`config.mk`:
```
export PLATFORM = sky130hd
export DESIGN_NAME = xcl_wb_arbiter
export DESIGN_NICKNAME = d
export VERILOG_FILES = /design/src/rtl/wbarb_pkg.sv /design/src/rtl/wbarb_alloc.sv /design/src/rtl/wbarb_res_table.sv /design/src/rtl/wbarb_delay.sv /design/src/rtl/xcl_wb_arbiter.sv
export SDC_FILE = /design/constraint.sdc
export NUM_CORES = 1
export LEC_CHECK = 0
export BUFFER_PORTS_ARGS = -buffer_cell sky130_fd_sc_hd__clkbuf_2
export CORE_MARGIN = 1
export CORE_UTILIZATION = 54
export CTS_CLUSTER_SIZE = 20
export DETAILED_ROUTE_END_ITERATION = 16
export HOLD_SLACK_MARGIN = 0.03
export PLACE_DENSITY = 0.82
export SETUP_SLACK_MARGIN = 0.02
export SYNTH_ARGS = -nofsm -noshare
export SYNTH_HDL_FRONTEND = slang
export SYNTH_SLANG_ARGS = --single-unit
```
`constraint.sdc`:
```
create_clock -name clk -period 3.2 [get_ports clk]
set_input_delay 0.48 -clock clk [delete_from_list [all_inputs] [get_ports clk]]
set_output_delay 0.48 -clock clk [all_outputs]
set_load 0.03 [all_outputs]
```
`src/rtl/wbarb_pkg.sv`:
```
package wbarb_pkg;
  localparam int DEF_UNITS = 8;
  localparam int DEF_CL    = 4;
  localparam int DEF_PORTS = 2;
  localparam int DEF_UPC   = 2;
  localparam int DEF_LEAD  = 2;
  localparam int DEF_XFER  = 1;

  // index width that stays at least one bit
  function automatic int idx_w(input int n);
    return (n < 2) ? 1 : $clog2(n);
  endfunction

  typedef enum logic {
    LAND_NEAR = 1'b0,
    LAND_FAR  = 1'b1
  } land_e;
endpackage

```
`src/rtl/wbarb_alloc.sv`:
```
// Single-pass fixed-priority allocator: every request gets all it needs or nothing.
module wbarb_alloc
  import wbarb_pkg::*;
#(
  parameter int N_UNITS = DEF_UNITS,
  parameter int N_CL    = DEF_CL,
  parameter int PORTS   = DEF_PORTS,
  parameter int UPC     = DEF_UPC,
  localparam int CW = idx_w(N_CL),
  localparam int PW = idx_w(PORTS),
  localparam int NP = N_CL * PORTS
) (
  input  logic [N_UNITS-1:0]    req_vld,
  input  logic [N_UNITS*CW-1:0] req_dst,
  input  logic [NP-1:0]         busy_near,
  output logic [N_UNITS-1:0]    gnt,
  output logic [N_UNITS-1:0]    gnt_far,
  output logic [N_UNITS*PW-1:0] gnt_port,
  output logic [NP-1:0]         claim_near,
  output logic [NP-1:0]         claim_far
);
  logic [NP-1:0] taken_near;
  logic [NP-1:0] taken_far;
  int            dst;
  land_e         kind;
  logic          hit;
  logic          occ;
  logic [PW-1:0] pick;

  always_comb begin
    taken_near = busy_near;
    taken_far  = '0;
    gnt        = '0;
    gnt_far    = '0;
    gnt_port   = '0;
    dst        = 0;
    kind       = LAND_NEAR;
    hit        = 1'b0;
    occ        = 1'b0;
    pick       = '0;
    for (int i = 0; i < N_UNITS; i++) begin
      dst  = int'(req_dst[i*CW +: CW]);
      kind = (dst == i / UPC) ? LAND_NEAR : LAND_FAR;
      hit  = 1'b0;
      pick = '0;
      if (req_vld[i] && dst < N_CL) begin
        for (int p = 0; p < PORTS; p++) begin
          occ = (kind == LAND_FAR) ? taken_far[dst*PORTS + p]
                                   : taken_near[dst*PORTS + p];
          if (!hit && !occ) begin
            hit  = 1'b1;
            pick = PW'(p);
          end
        end
        if (hit) begin
          gnt[i]                = 1'b1;
          gnt_far[i]            = (kind == LAND_FAR);
          gnt_port[i*PW +: PW]  = pick;
          if (kind == LAND_FAR) taken_far[dst*PORTS + int'(pick)]  = 1'b1;
          else                  taken_near[dst*PORTS + int'(pick)] = 1'b1;
        end
      end
    end
    claim_near = taken_near & ~busy_near;
    claim_far  = taken_far;
  end
endmodule

```
`src/rtl/wbarb_res_table.sv`:
```
// Port reservations per future landing cycle; slot k holds landings k cycles ahead.
module wbarb_res_table #(
  parameter int N_CL  = 4,
  parameter int PORTS = 2,
  parameter int LEAD  = 2,
  parameter int XFER  = 1,
  localparam int DEPTH = LEAD + XFER,
  localparam int W     = N_CL * PORTS
) (
  input  logic         clk,
  input  logic         rst,
  input  logic [W-1:0] claim_near,
  input  logic [W-1:0] claim_far,
  output logic [W-1:0] busy_near,
  output logic [W-1:0] port_now
);
  logic [W-1:0] slot [DEPTH];

  for (genvar k = 0; k < DEPTH; k++) begin : g_slot
    logic [W-1:0] carry;
    logic [W-1:0] add;
    if (k == DEPTH - 1) begin : g_top
      assign carry = '0;
    end else begin : g_mid
      assign carry = slot[k+1];
    end
    assign add = ((k + 1 == LEAD) ? claim_near : '0) |
                 ((k + 1 == LEAD + XFER) ? claim_far : '0);
    always_ff @(posedge clk) begin
      if (rst) slot[k] <= '0;
      else     slot[k] <= carry | add;
    end
  end

  assign busy_near = slot[LEAD];
  assign port_now  = slot[0];
endmodule

```
`src/rtl/wbarb_delay.sv`:
```
// Fixed-length delay line for per-unit strobes.
module wbarb_delay #(
  parameter int W      = 8,
  parameter int STAGES = 2
) (
  input  logic         clk,
  input  logic         rst,
  input  logic [W-1:0] din,
  output logic [W-1:0] dout
);
  logic [W-1:0] stg [STAGES];

  for (genvar s = 0; s < STAGES; s++) begin : g_stg
    logic [W-1:0] src;
    if (s == 0) begin : g_first
      assign src = din;
    end else begin : g_next
      assign src = stg[s-1];
    end
    always_ff @(posedge clk) begin
      if (rst) stg[s] <= '0;
      else     stg[s] <= src;
    end
  end

  assign dout = stg[STAGES-1];
endmodule

```
`src/rtl/xcl_wb_arbiter.sv`:
```
module xcl_wb_arbiter
  import wbarb_pkg::*;
#(
  parameter int N_UNITS = DEF_UNITS,
  parameter int N_CL    = DEF_CL,
  parameter int PORTS   = DEF_PORTS,
  parameter int UPC     = DEF_UPC,
  parameter int LEAD    = DEF_LEAD,
  parameter int XFER    = DEF_XFER,
  localparam int CW = idx_w(N_CL),
  localparam int PW = idx_w(PORTS),
  localparam int NP = N_CL * PORTS
) (
  input  logic                  clk,
  input  logic                  rst,
  input  logic [N_UNITS-1:0]    req_vld,
  input  logic [N_UNITS*CW-1:0] req_dst,
  output logic [N_UNITS-1:0]    gnt,
  output logic [N_UNITS-1:0]    stall,
  output logic [N_UNITS*PW-1:0] gnt_port,
  output logic [N_CL-1:0]       sb_upd,
  output logic [N_UNITS-1:0]    path_drive,
  output logic [NP-1:0]         wp_en
);
  logic [N_UNITS-1:0] req_live;
  logic [N_UNITS-1:0] gnt_far;
  logic [NP-1:0]      busy_near;
  logic [NP-1:0]      claim_near;
  logic [NP-1:0]      claim_far;

  assign req_live = rst ? '0 : req_vld;

  wbarb_alloc #(
    .N_UNITS(N_UNITS), .N_CL(N_CL), .PORTS(PORTS), .UPC(UPC)
  ) alloc_i (
    .req_vld   (req_live),
    .req_dst   (req_dst),
    .busy_near (busy_near),
    .gnt       (gnt),
    .gnt_far   (gnt_far),
    .gnt_port  (gnt_port),
    .claim_near(claim_near),
    .claim_far (claim_far)
  );

  wbarb_res_table #(
    .N_CL(N_CL), .PORTS(PORTS), .LEAD(LEAD), .XFER(XFER)
  ) table_i (
    .clk       (clk),
    .rst       (rst),
    .claim_near(claim_near),
    .claim_far (claim_far),
    .busy_near (busy_near),
    .port_now  (wp_en)
  );

  wbarb_delay #(
    .W(N_UNITS), .STAGES(LEAD)
  ) path_i (
    .clk (clk),
    .rst (rst),
    .din (gnt_far),
    .dout(path_drive)
  );

  assign stall = req_live & ~gnt;

  always_comb begin
    sb_upd = '0;
    for (int i = 0; i < N_UNITS; i++) begin
      if (gnt[i] && int'(req_dst[i*CW +: CW]) < N_CL)
        sb_upd[int'(req_dst[i*CW +: CW])] = 1'b1;
    end
  end
endmodule

```
==> impl_metrics.py <==
metrics = {
    "final_layout": {
        "area_delta_synth_final_pct": 51.0,
        "drive_above_1_share_pct": 42.7,
        "layoutNonFillerInstCount": 574,
        "nets": 529,
        "antenna_cells": 0,
        "fill_cells": 278,
    },
    "sta": {
        "setup-violations-final": 5,
        "fmax_mhz": 307,
        "slew_headroom_pct": 54.2,
        "hold_viol": 0,
        "worst_slack_ps": -61.7,
        "fin_hold_ws_ps": 415,
        "worst_slew_pin_slew_ps": 685,
        "fin_crit_ps": 3260,
        "rsz0062_at_grt": "yes",
        "timing.final.crit_share_pct": 102,
        "skew_ps": 22.3,
        "drv_slew": 0,
    },
    "setup_path": {
        "critPathMaxStageDelay_ps": 420,
        "r2r_start": "table_i.slot[2][0]",
        "path_class": "input pin to primary output",
        "crit_chain": "clkbuf_4 > buf_4 > nor4bb_1 > nand4_1 > a22oi_1 > buf_4 > nor2_1 > nor3_1 > o21ai_2 > a21oi_1 > buf_2",
        "cp_slowest_cell": "nor3_1",
        "crit_required_ps": 2720,
        "reg2reg_depth": 10,
        "ff2ff_setup_slack_ps": 610,
        "crit_arrival_ps": 2780,
        "r2r-end": "path_i.stg[0][6]",
        "path_max_fanout": 8,
        "crit_top_cell": "buf_4",
        "crit_path_start_kind": "input pin",
        "end_kind": "primary output",
    },
    "min_path": {
        "holdPathEnd": "table_i.slot[1][3]",
        "holdPathStages": 2,
        "hold_start": "rst",
        "hold_class": "input pin to flop",
    },
    "synth": {
        "syn_avg_cell_area_um2": 7.99,
        "synth_top_cells_by_area": "dfxtp_1 28%, nor2b_1 6.6%, nor2_1 4.8%",
        "synth-xor-area-share_pct": 0.926,
        "synthFlopType": "dfxtp_1",
        "synth_top_family_by_area": "simple AND/OR/NAND/NOR gates",
        "seq_area_frac_synth_pct": 28.2,
        "synth_edf_count": 0,
        "synthSimpleGateAreaFrac_pct": 41.9,
        "syn-num-nets": 381,
        "synth_mux_area_share_pct": 2.38,
        "syn-instance-count": 355,
        "ys_seq_elements": 40,
        "synth-compound-area-share_pct": 20.7,
        "synthAdderAreaFrac_pct": 1.41,
        "synth-async-reset-ratio_pct": 0,
        "netlist_area_um2": 2840,
        "yosys_warnings": 0,
        "synth_cell_types": 68,
        "synth.most_common_cell": "dfxtp_1",
        "synth_top_area_share_pct": 28.2,
        "synth_area_leader_cell": "dfxtp_1",
        "synth_common_cells": "40 x dfxtp_1, 36 x nor2_1, 30 x nand2_1, 30 x nor2b_1, 17 x nand2b_1",
    },
    "place": {
        "io_buffers": 69,
        "place_congestion": 1.01,
        "placed_cells": 553,
        "dp_hpwl_um": 7660,
    },
    "routing": {
        "wl_per_cell_um": 21.6,
        "drt_iter0_drc": 641,
        "drtPass1Iterations": 5,
        "ant_nets": 0,
        "wl_um": 12400,
        "via_per_inst": 6.66,
        "via_count": 3824,
        "route.detailed.drc": 0,
    },
    "run_status": {
        "status": "finished with violations",
        "violations": "setup timing",
    },
    "clock_tree": {
        "insertion_delay_ps": 310,
        "cts_tree": "yes",
        "path_clk_slew_ps": 70,
        "ctsHoldBuffers": 0,
        "cts.sinks": 40,
        "htree_num_levels": 2,
        "numCtsBuffers": 5,
        "clk_path_buf_depth": 2,
        "cts_root_buf": "clkbuf_8",
    },
    "global_routing": {
        "track_usage_pct": 38.3,
        "grt_remaining_overflow": 0,
        "antenna_found_initial": 1,
        "grt_pass1_vias": 3157,
        "grt_max_degree": 21,
        "grt_pass1_wl_um": 15800,
    },
    "job": {
        "maxCapViolCount": 0,
    },
    "pwr": {
        "p_leak_nw": 1.96,
        "finalPower_mw": 1.43,
        "pwr_density_cell_nw_per_um2": 333,
        "ir_worst_vdd_v": 0.000314,
    },
    "floorplan": {
        "dieWidth_um": 74.5,
        "io_pins": 70,
        "dieHeight_um": 74.5,
        "core-area_um2": 5070,
        "rows": 26,
        "die_area_um2": 5550,
        "start_util_pct": 55.9,
    },
}
-- cells in the final DEF (no fill, tap or decap), types with 7 or more instances in the layout --
master / instances
buf_4: 94
clkbuf_2: 53
dfxtp_1: 40
nor2_1: 36
nor2b_1: 29
nand2_1: 29
nand2b_1: 16
a21oi_1: 15
nor3_1: 11
clkbuf_8: 8
o21ai_0: 7
nand3_1: 7
-- repair_timing --
item                       4_1_cts  5_1_grt
resized for setup               28       47
setup endpoints to repair       15       13
pin swaps                        2        7
buffers inserted                 6        6
hold endpoints to repair         0        0
cloned                           0        1
-- registers in the layout, summed over array words and instances (netlist names) --
name / cells
path_i.stg: 16
table_i.slot: 24
-- kinds of logic after synthesis --
kind of cell	after synthesis
DFF	40
AOI/OAI and AO/OA	81
buffers and inverters	28
adders and majority gates	4
xor gates and xnor gates	3
and+or+nand+nor	196
muxes	3
-- layout make-up --
type                    instances  area, µm²  share of cell area, %
well taps                      70       87.6                   2.04
flip-flops and latches         40        801                   18.7
multi-input cells             287       2110                   49.3
clock buffers                   6       82.6                   1.93
repair buffers                164       1170                   27.4
clock inverters                 2       10.0                  0.234
inverters                       5       18.8                  0.438
-- per-stage QoR --
step | cell area [µm²] | utilization (%) | setup slack [ps] | setup TNS [ps]
finish | 4280 | 84.4 | -61.7 | -181
global route | 4280 | 84.4 | -289 | -1690
detailed placement | 3800 | 74.9 | -323 | -2320
CTS | 4080 | 80.4 | 15.6 | 0
floorplan | 2870 | - | 12.2 | 0
global placement | 3800 | 74.9 | -263 | -1830
-- worst max-delay path: cells and delay by family --
kind	cells	cell delay (ps)
buf+inv	4	700
simple gates	4	960
compound gates	3	620
-- worst max path at each step --
stage	from	to	slack [ps]	cells past startpoint
floorplan	req_dst[4]	sb_upd[1]	10	7
global placement	rst	stall[6]	-260	12
detailed placement	rst	stall[6]	-320	12
CTS	rst	stall[6]	20	12
global route	rst	gnt_port[7]	-290	12
finish	req_dst[0]	gnt[6]	-60	11
-- where the power goes --
part / internal, mW / total (mW) / switching (mW) / leakage (nW)
Combinational: 0.225 / 0.514 / 0.288 / 1.59
Clock: 0.173 / 0.365 / 0.193 / 0.0510
Sequential: 0.527 / 0.547 / 0.0203 / 0.329
-- routing by layer --
| layer | GRT usage [%] | vias up | wire (µm) |
|---|---|---|---|
| met2 | 62.9 | 362 | 5680 |
| met5 | 0 | - | 13 |
| met4 | 20.1 | 2 | 963 |
| li1 | - | 1621 | - |
| met3 | 5.42 | 115 | 1350 |
| met1 | 48.6 | 1724 | 4400 |
Power figures use the tool's default switching activity.
